`config.mk`:
```
export PLATFORM = sky130hd
export DESIGN_NAME = hdbg_trap_unit
export DESIGN_NICKNAME = d
export VERILOG_FILES = /design/src/rtl/hdbg_pkg.sv /design/src/rtl/hdbg_cfg_reg.sv /design/src/rtl/hdbg_eff.sv /design/src/rtl/hdbg_decide.sv /design/src/rtl/hdbg_trap_unit.sv
export SDC_FILE = /design/constraint.sdc
export NUM_CORES = 1
export LEC_CHECK = 0
export BUFFER_PORTS_ARGS = -buffer_cell sky130_fd_sc_hd__buf_2
export CORE_MARGIN = 2
export CORE_UTILIZATION = 45
export DETAILED_ROUTE_END_ITERATION = 6
export PLACE_DENSITY = 0.79
export SLEW_MARGIN = 25
export SYNTH_ARGS = -nofsm -noshare
export SYNTH_HDL_FRONTEND = slang
export SYNTH_SLANG_ARGS = --single-unit
```
`constraint.sdc`:
```
create_clock -name clk -period 1.9 [get_ports clk]
set_input_delay 0.38 -clock clk [delete_from_list [all_inputs] [get_ports clk]]
set_output_delay 0.38 -clock clk [all_outputs]
set_load 0.01 [all_outputs]
```
`src/rtl/hdbg_pkg.sv`:
```
package hdbg_pkg;

    localparam int unsigned ENC_W = 16;
    localparam int unsigned CLS_W = 4;
    localparam int unsigned LVL_W = 2;
    localparam int unsigned SYN_W = 6;

    // {op0, op1, CRn, CRm, op2} of the configuration register
    localparam logic [ENC_W-1:0] CFG_ENC = 16'hE089;

    // stored positions of the trap controls
    localparam int unsigned POS_TPM   = 6;
    localparam int unsigned POS_TDE   = 8;
    localparam int unsigned POS_TDA   = 9;
    localparam int unsigned POS_TDOSA = 10;
    localparam int unsigned POS_TDRA  = 11;

    localparam logic [SYN_W-1:0] SYN_SYS64    = 6'h18;
    localparam logic [SYN_W-1:0] SYN_DBG_MOV  = 6'h05;
    localparam logic [SYN_W-1:0] SYN_DBG_LDST = 6'h06;
    localparam logic [SYN_W-1:0] SYN_PMU_MOV  = 6'h03;
    localparam logic [SYN_W-1:0] SYN_PMU_MOV2 = 6'h04;

    typedef enum logic [1:0] {
        DEC_ALLOW = 2'd0,
        DEC_UNDEF = 2'd1,
        DEC_TRAP  = 2'd2
    } dec_e;

    typedef enum logic [CLS_W-1:0] {
        CLS_PLAIN    = 4'd0,
        CLS_DBG_A64  = 4'd1,
        CLS_DBG_MOV  = 4'd2,
        CLS_DBG_LDST = 4'd3,
        CLS_PMU_A64  = 4'd4,
        CLS_PMU_MOV  = 4'd5,
        CLS_PMU_MOV2 = 4'd6,
        CLS_ROM      = 4'd7,
        CLS_OSREG    = 4'd8
    } cls_e;

    typedef struct packed {
        logic tde;
        logic tda;
        logic tdra;
        logic tdosa;
        logic tpm;
    } ctl_t;

    typedef struct packed {
        dec_e             kind;
        logic [LVL_W-1:0] target;
        logic [SYN_W-1:0] syn;
    } verdict_t;

endpackage

```
`src/rtl/hdbg_cfg_reg.sv`:
```
module hdbg_cfg_reg #(
    parameter int unsigned      XLEN      = 64,
    parameter logic [XLEN-1:0]  KEEP_MASK = '1
) (
    input  logic            clk,
    input  logic            rst_n,
    input  logic            we,
    input  logic [XLEN-1:0] wdata,
    output logic [XLEN-1:0] q
);

    logic [XLEN-1:0] val_d;
    logic [XLEN-1:0] val_q;

    always_comb begin
        val_d = val_q;
        if (we) begin
            val_d = wdata & KEEP_MASK;
        end
    end

    always_ff @(posedge clk or negedge rst_n) begin
        if (!rst_n) begin
            val_q <= '0;
        end else begin
            val_q <= val_d;
        end
    end

    assign q = val_q;

endmodule

```
`src/rtl/hdbg_eff.sv`:
```
module hdbg_eff
    import hdbg_pkg::*;
(
    input  ctl_t stored,
    input  logic gen_trap,
    output ctl_t eff
);

    always_comb begin
        eff       = stored;
        eff.tde   = stored.tde | gen_trap;
        eff.tda   = stored.tda   | eff.tde;
        eff.tdra  = stored.tdra  | eff.tde;
        eff.tdosa = stored.tdosa | eff.tde;
    end

endmodule

```
`src/rtl/hdbg_decide.sv`:
```
module hdbg_decide
    import hdbg_pkg::*;
(
    input  logic             enc_hit,
    input  logic [LVL_W-1:0] level,
    input  logic [CLS_W-1:0] cls,
    input  logic             hyp_en,
    input  logic             nest_virt,
    input  logic             upper_trap,
    input  logic             tda,
    input  logic             tdra,
    input  logic             tdosa,
    input  logic             tpm,
    output verdict_t         verdict,
    output logic             cfg_ok
);

    localparam logic [LVL_W-1:0] LVL_HYP = 2'd2;
    localparam logic [LVL_W-1:0] LVL_TOP = 2'd3;

    function automatic verdict_t trap_to(input logic [LVL_W-1:0] lvl,
                                         input logic [SYN_W-1:0] syn);
        verdict_t v;
        v.kind   = DEC_TRAP;
        v.target = lvl;
        v.syn    = syn;
        return v;
    endfunction

    function automatic verdict_t gated(input logic on,
                                       input logic [SYN_W-1:0] syn);
        verdict_t v;
        v.kind   = DEC_ALLOW;
        v.target = '0;
        v.syn    = '0;
        if (on) begin
            v = trap_to(LVL_HYP, syn);
        end
        return v;
    endfunction

    always_comb begin
        verdict.kind   = DEC_ALLOW;
        verdict.target = '0;
        verdict.syn    = '0;
        cfg_ok         = 1'b0;
        if (enc_hit) begin
            case (level)
                2'd0: verdict.kind = DEC_UNDEF;
                2'd1: begin
                    if (nest_virt) begin
                        verdict = trap_to(LVL_HYP, SYN_SYS64);
                    end else begin
                        verdict.kind = DEC_UNDEF;
                    end
                end
                2'd2: begin
                    if (upper_trap) begin
                        verdict = trap_to(LVL_TOP, SYN_SYS64);
                    end else begin
                        cfg_ok = 1'b1;
                    end
                end
                default: cfg_ok = 1'b1;
            endcase
        end else if (hyp_en && (level < LVL_HYP)) begin
            case (cls_e'(cls))
                CLS_DBG_A64:  verdict = gated(tda,   SYN_SYS64);
                CLS_DBG_MOV:  verdict = gated(tda,   SYN_DBG_MOV);
                CLS_DBG_LDST: verdict = gated(tda,   SYN_DBG_LDST);
                CLS_PMU_A64:  verdict = gated(tpm,   SYN_SYS64);
                CLS_PMU_MOV:  verdict = gated(tpm,   SYN_PMU_MOV);
                CLS_PMU_MOV2: verdict = gated(tpm,   SYN_PMU_MOV2);
                CLS_ROM:      verdict = gated(tdra,  SYN_SYS64);
                CLS_OSREG:    verdict = gated(tdosa, SYN_SYS64);
                default:      verdict.kind = DEC_ALLOW;
            endcase
        end
    end

endmodule

```
`src/rtl/hdbg_trap_unit.sv`:
```
module hdbg_trap_unit
    import hdbg_pkg::*;
#(
    parameter int unsigned     XLEN      = 64,
    parameter logic [XLEN-1:0] KEEP_MASK = 64'h0004_0B10_FF8A_FFFF
) (
    input  logic             clk,
    input  logic             rst_n,
    input  logic             req_valid,
    input  logic [ENC_W-1:0] req_enc,
    input  logic             req_write,
    input  logic [XLEN-1:0]  req_wdata,
    input  logic [CLS_W-1:0] req_class,
    input  logic [LVL_W-1:0] req_level,
    input  logic             hyp_en,
    input  logic             gen_trap,
    input  logic             nest_virt,
    input  logic             upper_trap,
    output logic             rsp_valid,
    output logic [1:0]       rsp_kind,
    output logic [LVL_W-1:0] rsp_target,
    output logic [SYN_W-1:0] rsp_syndrome,
    output logic [XLEN-1:0]  rsp_rdata,
    output logic             eff_tde,
    output logic             eff_tda,
    output logic             eff_tdra,
    output logic             eff_tdosa,
    output logic             eff_tpm
);

    typedef struct packed {
        logic            valid;
        verdict_t        verdict;
        logic [XLEN-1:0] rdata;
    } rsp_t;

    logic [XLEN-1:0] stored;
    ctl_t            stored_ctl;
    ctl_t            eff;
    verdict_t        verdict;
    logic            cfg_ok;
    logic            cfg_we;
    rsp_t            rsp_d;
    rsp_t            rsp_q;

    assign stored_ctl.tde   = stored[POS_TDE];
    assign stored_ctl.tda   = stored[POS_TDA];
    assign stored_ctl.tdra  = stored[POS_TDRA];
    assign stored_ctl.tdosa = stored[POS_TDOSA];
    assign stored_ctl.tpm   = stored[POS_TPM];

    hdbg_eff u_eff (
        .stored   (stored_ctl),
        .gen_trap (gen_trap),
        .eff      (eff)
    );

    hdbg_decide u_decide (
        .enc_hit    (req_enc == CFG_ENC),
        .level      (req_level),
        .cls        (req_class),
        .hyp_en     (hyp_en),
        .nest_virt  (nest_virt),
        .upper_trap (upper_trap),
        .tda        (eff.tda),
        .tdra       (eff.tdra),
        .tdosa      (eff.tdosa),
        .tpm        (eff.tpm),
        .verdict    (verdict),
        .cfg_ok     (cfg_ok)
    );

    assign cfg_we = req_valid & cfg_ok & req_write;

    hdbg_cfg_reg #(
        .XLEN      (XLEN),
        .KEEP_MASK (KEEP_MASK)
    ) u_reg (
        .clk   (clk),
        .rst_n (rst_n),
        .we    (cfg_we),
        .wdata (req_wdata),
        .q     (stored)
    );

    always_comb begin
        rsp_d.valid          = req_valid;
        rsp_d.verdict.kind   = DEC_ALLOW;
        rsp_d.verdict.target = '0;
        rsp_d.verdict.syn    = '0;
        rsp_d.rdata          = '0;
        if (req_valid) begin
            rsp_d.verdict = verdict;
            if (cfg_ok && !req_write) begin
                rsp_d.rdata = stored;
            end
        end
    end

    always_ff @(posedge clk or negedge rst_n) begin
        if (!rst_n) begin
            rsp_q.valid          <= 1'b0;
            rsp_q.verdict.kind   <= DEC_ALLOW;
            rsp_q.verdict.target <= '0;
            rsp_q.verdict.syn    <= '0;
            rsp_q.rdata          <= '0;
        end else begin
            rsp_q <= rsp_d;
        end
    end

    assign rsp_valid    = rsp_q.valid;
    assign rsp_kind     = rsp_q.verdict.kind;
    assign rsp_target   = rsp_q.verdict.target;
    assign rsp_syndrome = rsp_q.verdict.syn;
    assign rsp_rdata    = rsp_q.rdata;

    assign eff_tde   = eff.tde;
    assign eff_tda   = eff.tda;
    assign eff_tdra  = eff.tdra;
    assign eff_tdosa = eff.tdosa;
    assign eff_tpm   = eff.tpm;

endmodule

```
==> results of run 1 <==
worst max-delay path, cell delays in order, from the launching register on:
cell and delay, ns:
dfrtp_1 0.42, or3_1 0.42, buf_2 0.16
power by group through the flow:
| stage | sequential, uW | clock, uW | combinational (uW) |
|---|---|---|---|
| 6_report | 1550 | 1070 | 213 |
| 4_1_cts | 1550 | 1100 | 216 |
| 5_1_grt | 1550 | 1180 | 239 |
| 3_5_place_dp | 1590 | 0 | 214 |
| 3_3_place_gp | 1590 | 0 | 208 |
| 2_1_floorplan | 1590 | 0 | 130 |
stage by stage:
step                      util [%]  instances  setup TNS [ns]  hold slack (ns)
after floorplan                  -        279               0          0.08441
after global placement       54.49        455          -1.846           0.3031
after detailed placement     54.49        455          -2.734           0.3088
after CTS                    57.10        472               0           0.2139
after global routing         57.10        472               0           0.2172
final                        57.10        472               0           0.2326
layout make-up:
type / instances / area (sq um) / share of cell area (%)
timing repair buffer: 120 / 698.2 / 16.86
clock inverter: 6 / 41.29 / 0.9970
multi-input combinational: 159 / 1295 / 31.27
clock buffer: 10 / 137.6 / 3.323
sequential: 73 / 1827 / 44.11
inverter: 5 / 18.77 / 0.4532
tap: 99 / 123.9 / 2.991
per-layer routing:
layer | track usage [%] | vias to the layer above
met5 | 0 | -
met2 | 24.75 | 94
met3 | 4.591 | 8
met4 | 5.769 | 0
met1 | 20.44 | 1006
li1 | - | 1009
kinds of logic after synthesis:
| group | after synthesis | synth area share, % |
|---|---|---|
| other | 1 | 0.1110 |
| xor gates and xnor gates | 1 | 0.2594 |
| DFF | 73 | 54.09 |
| muxes | 32 | 14.01 |
| buffers and inverters | 47 | 11.12 |
| and+or+nand+nor | 74 | 16.15 |
| AOI/OAI and AO/OA | 15 | 2.779 |
| adders and majority gates | 4 | 1.482 |
timing repair:
action / CTS / global route
endpoints found under the setup margin: 0 / 0
hold buffers: 1 / 0
buffers inserted: 0 / 0
gates resized for setup: 0 / 0
endpoints found under the hold margin: 24 / 0
sequential cells by signal, summed over array words and instances (netlist names):
name / cells
rsp_valid: 1
rsp_syndrome: 4
rsp_target: 2
rsp_kind: 2
u_reg.q: 32
rsp_rdata: 32
cells in the final DEF (no fill, tap or decap), types with 3 or more instances in the layout:
master      synthesis  routed
nor2b_1             3       3
inv_1               5       5
buf_4              34       7
ha_1                4       4
or3_1               4       4
and2_1             32      32
conb_1              1      33
buf_12              3       5
clkbuf_8            0      10
nand2_1             3       3
dfrtp_1            73      73
nor4b_2             3       3
clkinvlp_4          0       3
nor2_1              6       6
a21oi_1             6       6
mux2_4             30      30
buf_2               0     107
path summary, 6_finish.rpt:
check                                 start               to  slack (ns)  depth (start not counted)
min in group asynchronous             rst_n  rsp_syndrome[0]        0.48                          2
worst min register to register  u_reg.q[30]    rsp_rdata[30]        0.47                          1
worst max register to register   u_reg.q[8]      rsp_kind[1]        0.23                          5
worst max-delay path             u_reg.q[8]        eff_tdosa        0.18                          2
max in group asynchronous             rst_n       u_reg.q[1]        0.87                          3
worst min-delay path              req_valid        rsp_valid        0.23                          1
==> impl_metrics.json, run 1 <==
{
  "antennaDiodeCount": 0,
  "synth.most_common_cell": "dfrtp_1",
  "synth_top_area_share_pct": 54.09,
  "fillCellCount": 606,
  "p_per_area_mw_per_mm2": 686.3,
  "synth_edf_count": 0,
  "vdd_drop_max_mv": 0.3016,
  "initial_core_util_pct": 46.56,
  "synth.area.top_cells": "dfrtp_1 (54%), mux2_4 (13%), buf_4 (7.6%)",
  "avgViaCountPerCell": 4.485,
  "hold_class": "in -> reg",
  "wl_met2_um": 2964,
  "placement.cell_area_sq_mm": 0.003953,
  "crit_path_max_fanout": 6,
  "syn2layout_area_growth_pct": 22.64,
  "firstDrtPassIters": 4,
  "core_sq_mm": 0.007253,
  "seqPwrFrac_pct": 54.7,
  "startpoint_type": "register",
  "die_w_um": 90.63,
  "synth.avg_cell_area_sq_um": 13.67,
  "grtUsageTotal_pct": 15.64,
  "cts.sinks": 73,
  "synth_top_cells_by_count": "dfrtp_1 (73), buf_4 (34), and2_1 (32), mux2_4 (30)",
  "yosysTopAreaCell": "dfrtp_1",
  "path_clk_slew_ns": 0.08,
  "drt-total-wl_um": 6185,
  "p_leak_uw": 0.002380,
  "cp-end-kind": "primary output",
  "numCtsBuffers": 9,
  "ios": 174,
  "cp.required_ns": 1.52,
  "htreeDepth": 3,
  "grt_max_degree": 50,
  "synth.distinct_cells": 45,
  "fmax_ghz": 0.5830,
  "grt_pass1_vias": 2094,
  "post-route-drc-count": 0,
  "finalWorstSetupSlack_ns": 0.1848,
  "hpwl_um": 4698,
  "grt_setup_unrepaired": "no",
  "layout_min_cycle_time_ns": 1.715,
  "syn_inst": 247,
  "nets": 466,
  "clk_latency_ns": 0.33,
  "combPwrFrac_pct": 7.5,
  "switchingPower_uw": 692.8,
  "fin_skew_ns": 0.006801,
  "syn_area_sq_mm": 0.003377,
  "yosysSeqAreaShare_pct": 54.09,
  "swShare_pct": 24.37,
  "crit_type": "reg -> out",
  "port_buffers": 108,
  "topRoutingLayerUsed": "met4",
  "setup_viol": 0,
  "layout-drive-gt1-share_pct": 48.26,
  "pre_cts_ws_ns": -0.1097,
  "fin_area_sq_mm": 0.004141,
  "die_h_um": 90.63,
  "pwr-share-clk_pct": 37.8,
  "maxCapViolations": 0,
  "grt_pass1_wl_um": 10150,
  "arrival_ns": 1.34,
  "cts_root_buf": "clkbuf_8",
  "hold_viol": 0,
  "yosys_warnings": 0,
  "antenna_found_initial": 0,
  "ant_nets": 0,
  "clock_path_buffers": 2,
  "power_uw": 2842,
  "grt_overflow_total": 0,
  "tritoncts": "yes",
  "fin_crit_sh_pct": 90.28,
  "via_count": 2117,
  "ys_seq_elements": 73,
  "gp_congestion": 0.7021,
  "post_drt_wl_per_cell_um": 13.10,
  "fp-row-count": 31,
  "wl_met3_um": 435,
  "wl_met1_um": 2694,
  "async_reset_ff_share_pct": 100.0,
  "outcome": "complete, no violations",
  "drv_slew": 0,
  "synthFlopType": "dfrtp_1",
  "drt_iter0_markers": 87,
  "die-area_sq_mm": 0.008214,
  "p_int_uw": 2150
}
Power figures use the tool's default switching activity.
==> inputs of run 2 (changes only) <==
--- a/config.mk
+++ b/config.mk
@@ -6,7 +6,6 @@
 export NUM_CORES = 1
 export LEC_CHECK = 0
 export BUFFER_PORTS_ARGS = -buffer_cell sky130_fd_sc_hd__buf_2
-export CORE_MARGIN = 2
 export CORE_UTILIZATION = 45
 export DETAILED_ROUTE_END_ITERATION = 6
 export PLACE_DENSITY = 0.79
==> run 2 against run 1 <==
  * Non-clock buffer count is 4 higher
  * Sequential cell count stayed put
  * Clock power hardly changed
  * Power is 1.6% higher
  * Maximum frequency is 1.2% lower
  * Die area is 4.4% lower
  * Clock-buffer cell count stayed put
  * Sequential share of layout area is 0.24 points lower
  * Worst hold slack worse by 0.0064 ns
  * Global-route usage is 0.11 points higher
  * Register-to-register slack worse by 0.03 ns
  * Largest power group unchanged
==> impl_metrics.json, run 2 (same netlist as run 1, synthesis figures left out) <==
{
  "outcome": "complete, no violations",
  "worstReg2RegStart": "u_reg.q[8]",
  "layout-drive-gt1-share_pct": 48.94,
  "switchingPower_uw": 725.8,
  "arrival_ns": 1.96,
  "vdd_drop_max_mv": 0.3051,
  "antennaDiodeCount": 0,
  "fin_crit_sh_pct": 91.37,
  "hpwl_um": 4496,
  "critPathMaxStageDelay_ns": 0.35,
  "via_count": 2182,
  "grt-busiest-layer": "met2",
  "die_w_um": 88.63,
  "post_drt_wl_per_cell_um": 13.53,
  "nets": 471,
  "crit_buf_inv": 3,
  "combPwrFrac_pct": 8.0,
  "p_per_area_mw_per_mm2": 693.4,
  "slew_headroom_pct": 59.59,
  "grt_setup_unrepaired": "no",
  "setup_viol": 0,
  "fmax_ghz": 0.5760,
  "grtUsageTotal_pct": 15.76,
  "path_clk_slew_ns": 0.08,
  "fp-row-count": 31,
  "layout_commonest_cell": "buf_2",
  "cts_root_buf": "clkbuf_8",
  "hold_class": "in -> reg",
  "swShare_pct": 25.14,
  "path_cells": "buf_2 > inv_1 > ha_1 > nor2b_1 > o21ai_2 > nor2_2 > nand2_4 > buf_12 > mux2_4",
  "p_leak_uw": 0.002402,
  "crit_path_max_fanout": 17,
  "cp.required_ns": 2.12,
  "pwr-share-clk_pct": 38.2,
  "maxCapViolations": 0,
  "die_h_um": 88.63,
  "tritoncts": "yes",
  "crit_type": "in -> reg",
  "ios": 174,
  "drv_slew": 0,
  "initial_core_util_pct": 46.56,
  "gp_congestion": 0.7792,
  "ant_nets": 0,
  "p_int_uw": 2161,
  "cp-startpoint": "req_level[0]",
  "grt_max_degree": 34,
  "cts.sinks": 73,
  "grt_pass1_wl_um": 9087,
  "startpoint_type": "primary input",
  "clk_latency_ns": 0.34,
  "drt-total-wl_um": 6452,
  "tns_ns": 0,
  "numCtsBuffers": 9,
  "hold_viol": 0,
  "post-route-drc-count": 0,
  "avgViaCountPerCell": 4.574,
  "cp_slowest_cell": "o21ai_2",
  "die-area_sq_mm": 0.007855,
  "antenna_found_initial": 0,
  "fin_skew_ns": 0.01076,
  "pre_cts_ws_ns": -0.3182,
  "port_buffers": 108,
  "min_from": "req_valid",
  "tightest_slew_ns": 0.6041,
  "cp-end-kind": "register",
  "htreeDepth": 3,
  "fillCellCount": 599,
  "use_met3_pct": 4.291,
  "syn2layout_area_growth_pct": 23.30,
  "grtUsageMet1_pct": 21.30,
  "seqPwrFrac_pct": 53.8,
  "cp_top_family": "buffers and inverters",
  "grt_use_met2_pct": 23.92,
  "firstDrtPassIters": 6,
  "core_sq_mm": 0.007253,
  "dp_cells": 459,
  "regArea_sq_mm": 0.001827,
  "drt_iter0_markers": 71,
  "mostFrequentLayoutCells": "buf_2 (107), dfrtp_1 (73), conb_1 (33)",
  "clock_path_buffers": 2,
  "grt_overflow_total": 0,
  "finalWorstSetupSlack_ns": 0.1639,
  "layout_min_cycle_time_ns": 1.736,
  "final_cells": 477,
  "multi_input_area_sq_mm": 0.001311,
  "grt_pass1_vias": 1857
}
run 2: changes by cell type in the layout (fill, tap and decap cells not counted), sizes merged:
cell / previous run / this run
clkinv: 2 / 3
clkinvlp: 3 / 2
nor3: 3 / 4
buf: 119 / 123
run 2: final cells by class:
cell class                      count  area share [%]
Clock buffer                       10           3.305
Clock inverter                      6           1.022
Inverter                            5          0.4507
Multi-Input combinational cell    160           31.49
Sequential cell                    73           43.87
Tap cell                           99           2.975
Timing Repair Buffer              124           16.89
run 2: through the flow:
stage               area (sq um)  hold WS [ns]  total power, uW  util (%)
finish                      4164        0.2262             2887     57.41
global route                4164        0.2140             3013     57.41
CTS                         4148        0.2050             2917     57.18
detailed placement          3958        0.3359             1812     54.56
global placement            3958        0.3341             1803     54.56
floorplan                   3497       0.08441             1717         -
run 2: timing repair:
item,in CTS,in global routing
buffers inserted,0,0
hold buffers,1,0
setup endpoints to repair,0,32
gates resized for setup,0,1
hold endpoints to repair,29,0
run 2: power by group through the flow:
stage	clock network (uW)	logic (uW)	registers, uW
after floorplan	0	130	1590
after global placement	0	218	1590
after detailed placement	0	227	1590
after CTS	1130	229	1550
after global routing	1200	257	1550
final	1100	231	1550
run 2: metal layers:
layer | share of wire (%) | vias to the layer above
met3 | 6.7 | 6
met1 | 46 | 1039
met5 | 0 | -
met2 | 46 | 110
li1 | - | 1027
met4 | 0.93 | 0
run 2: path summary, 6_finish.rpt:
path,slack [ns],end,cells after the start
max in group asynchronous,0.88,rsp_rdata[41],3
min in group asynchronous,0.51,u_reg.q[1],2
setup reg to reg,0.20,rsp_kind[1],5
hold / removal,0.23,rsp_valid,1
setup / recovery,0.16,u_reg.q[7],9
hold reg to reg,0.48,rsp_rdata[30],1
run 2: worst register-to-register path, stage by stage (launching register included):
cell     delay, ns
dfrtp_1       0.43
or3_1         0.42
and4_1        0.22
nor3b_2       0.23
a21oi_1       0.11
a31o_1        0.20
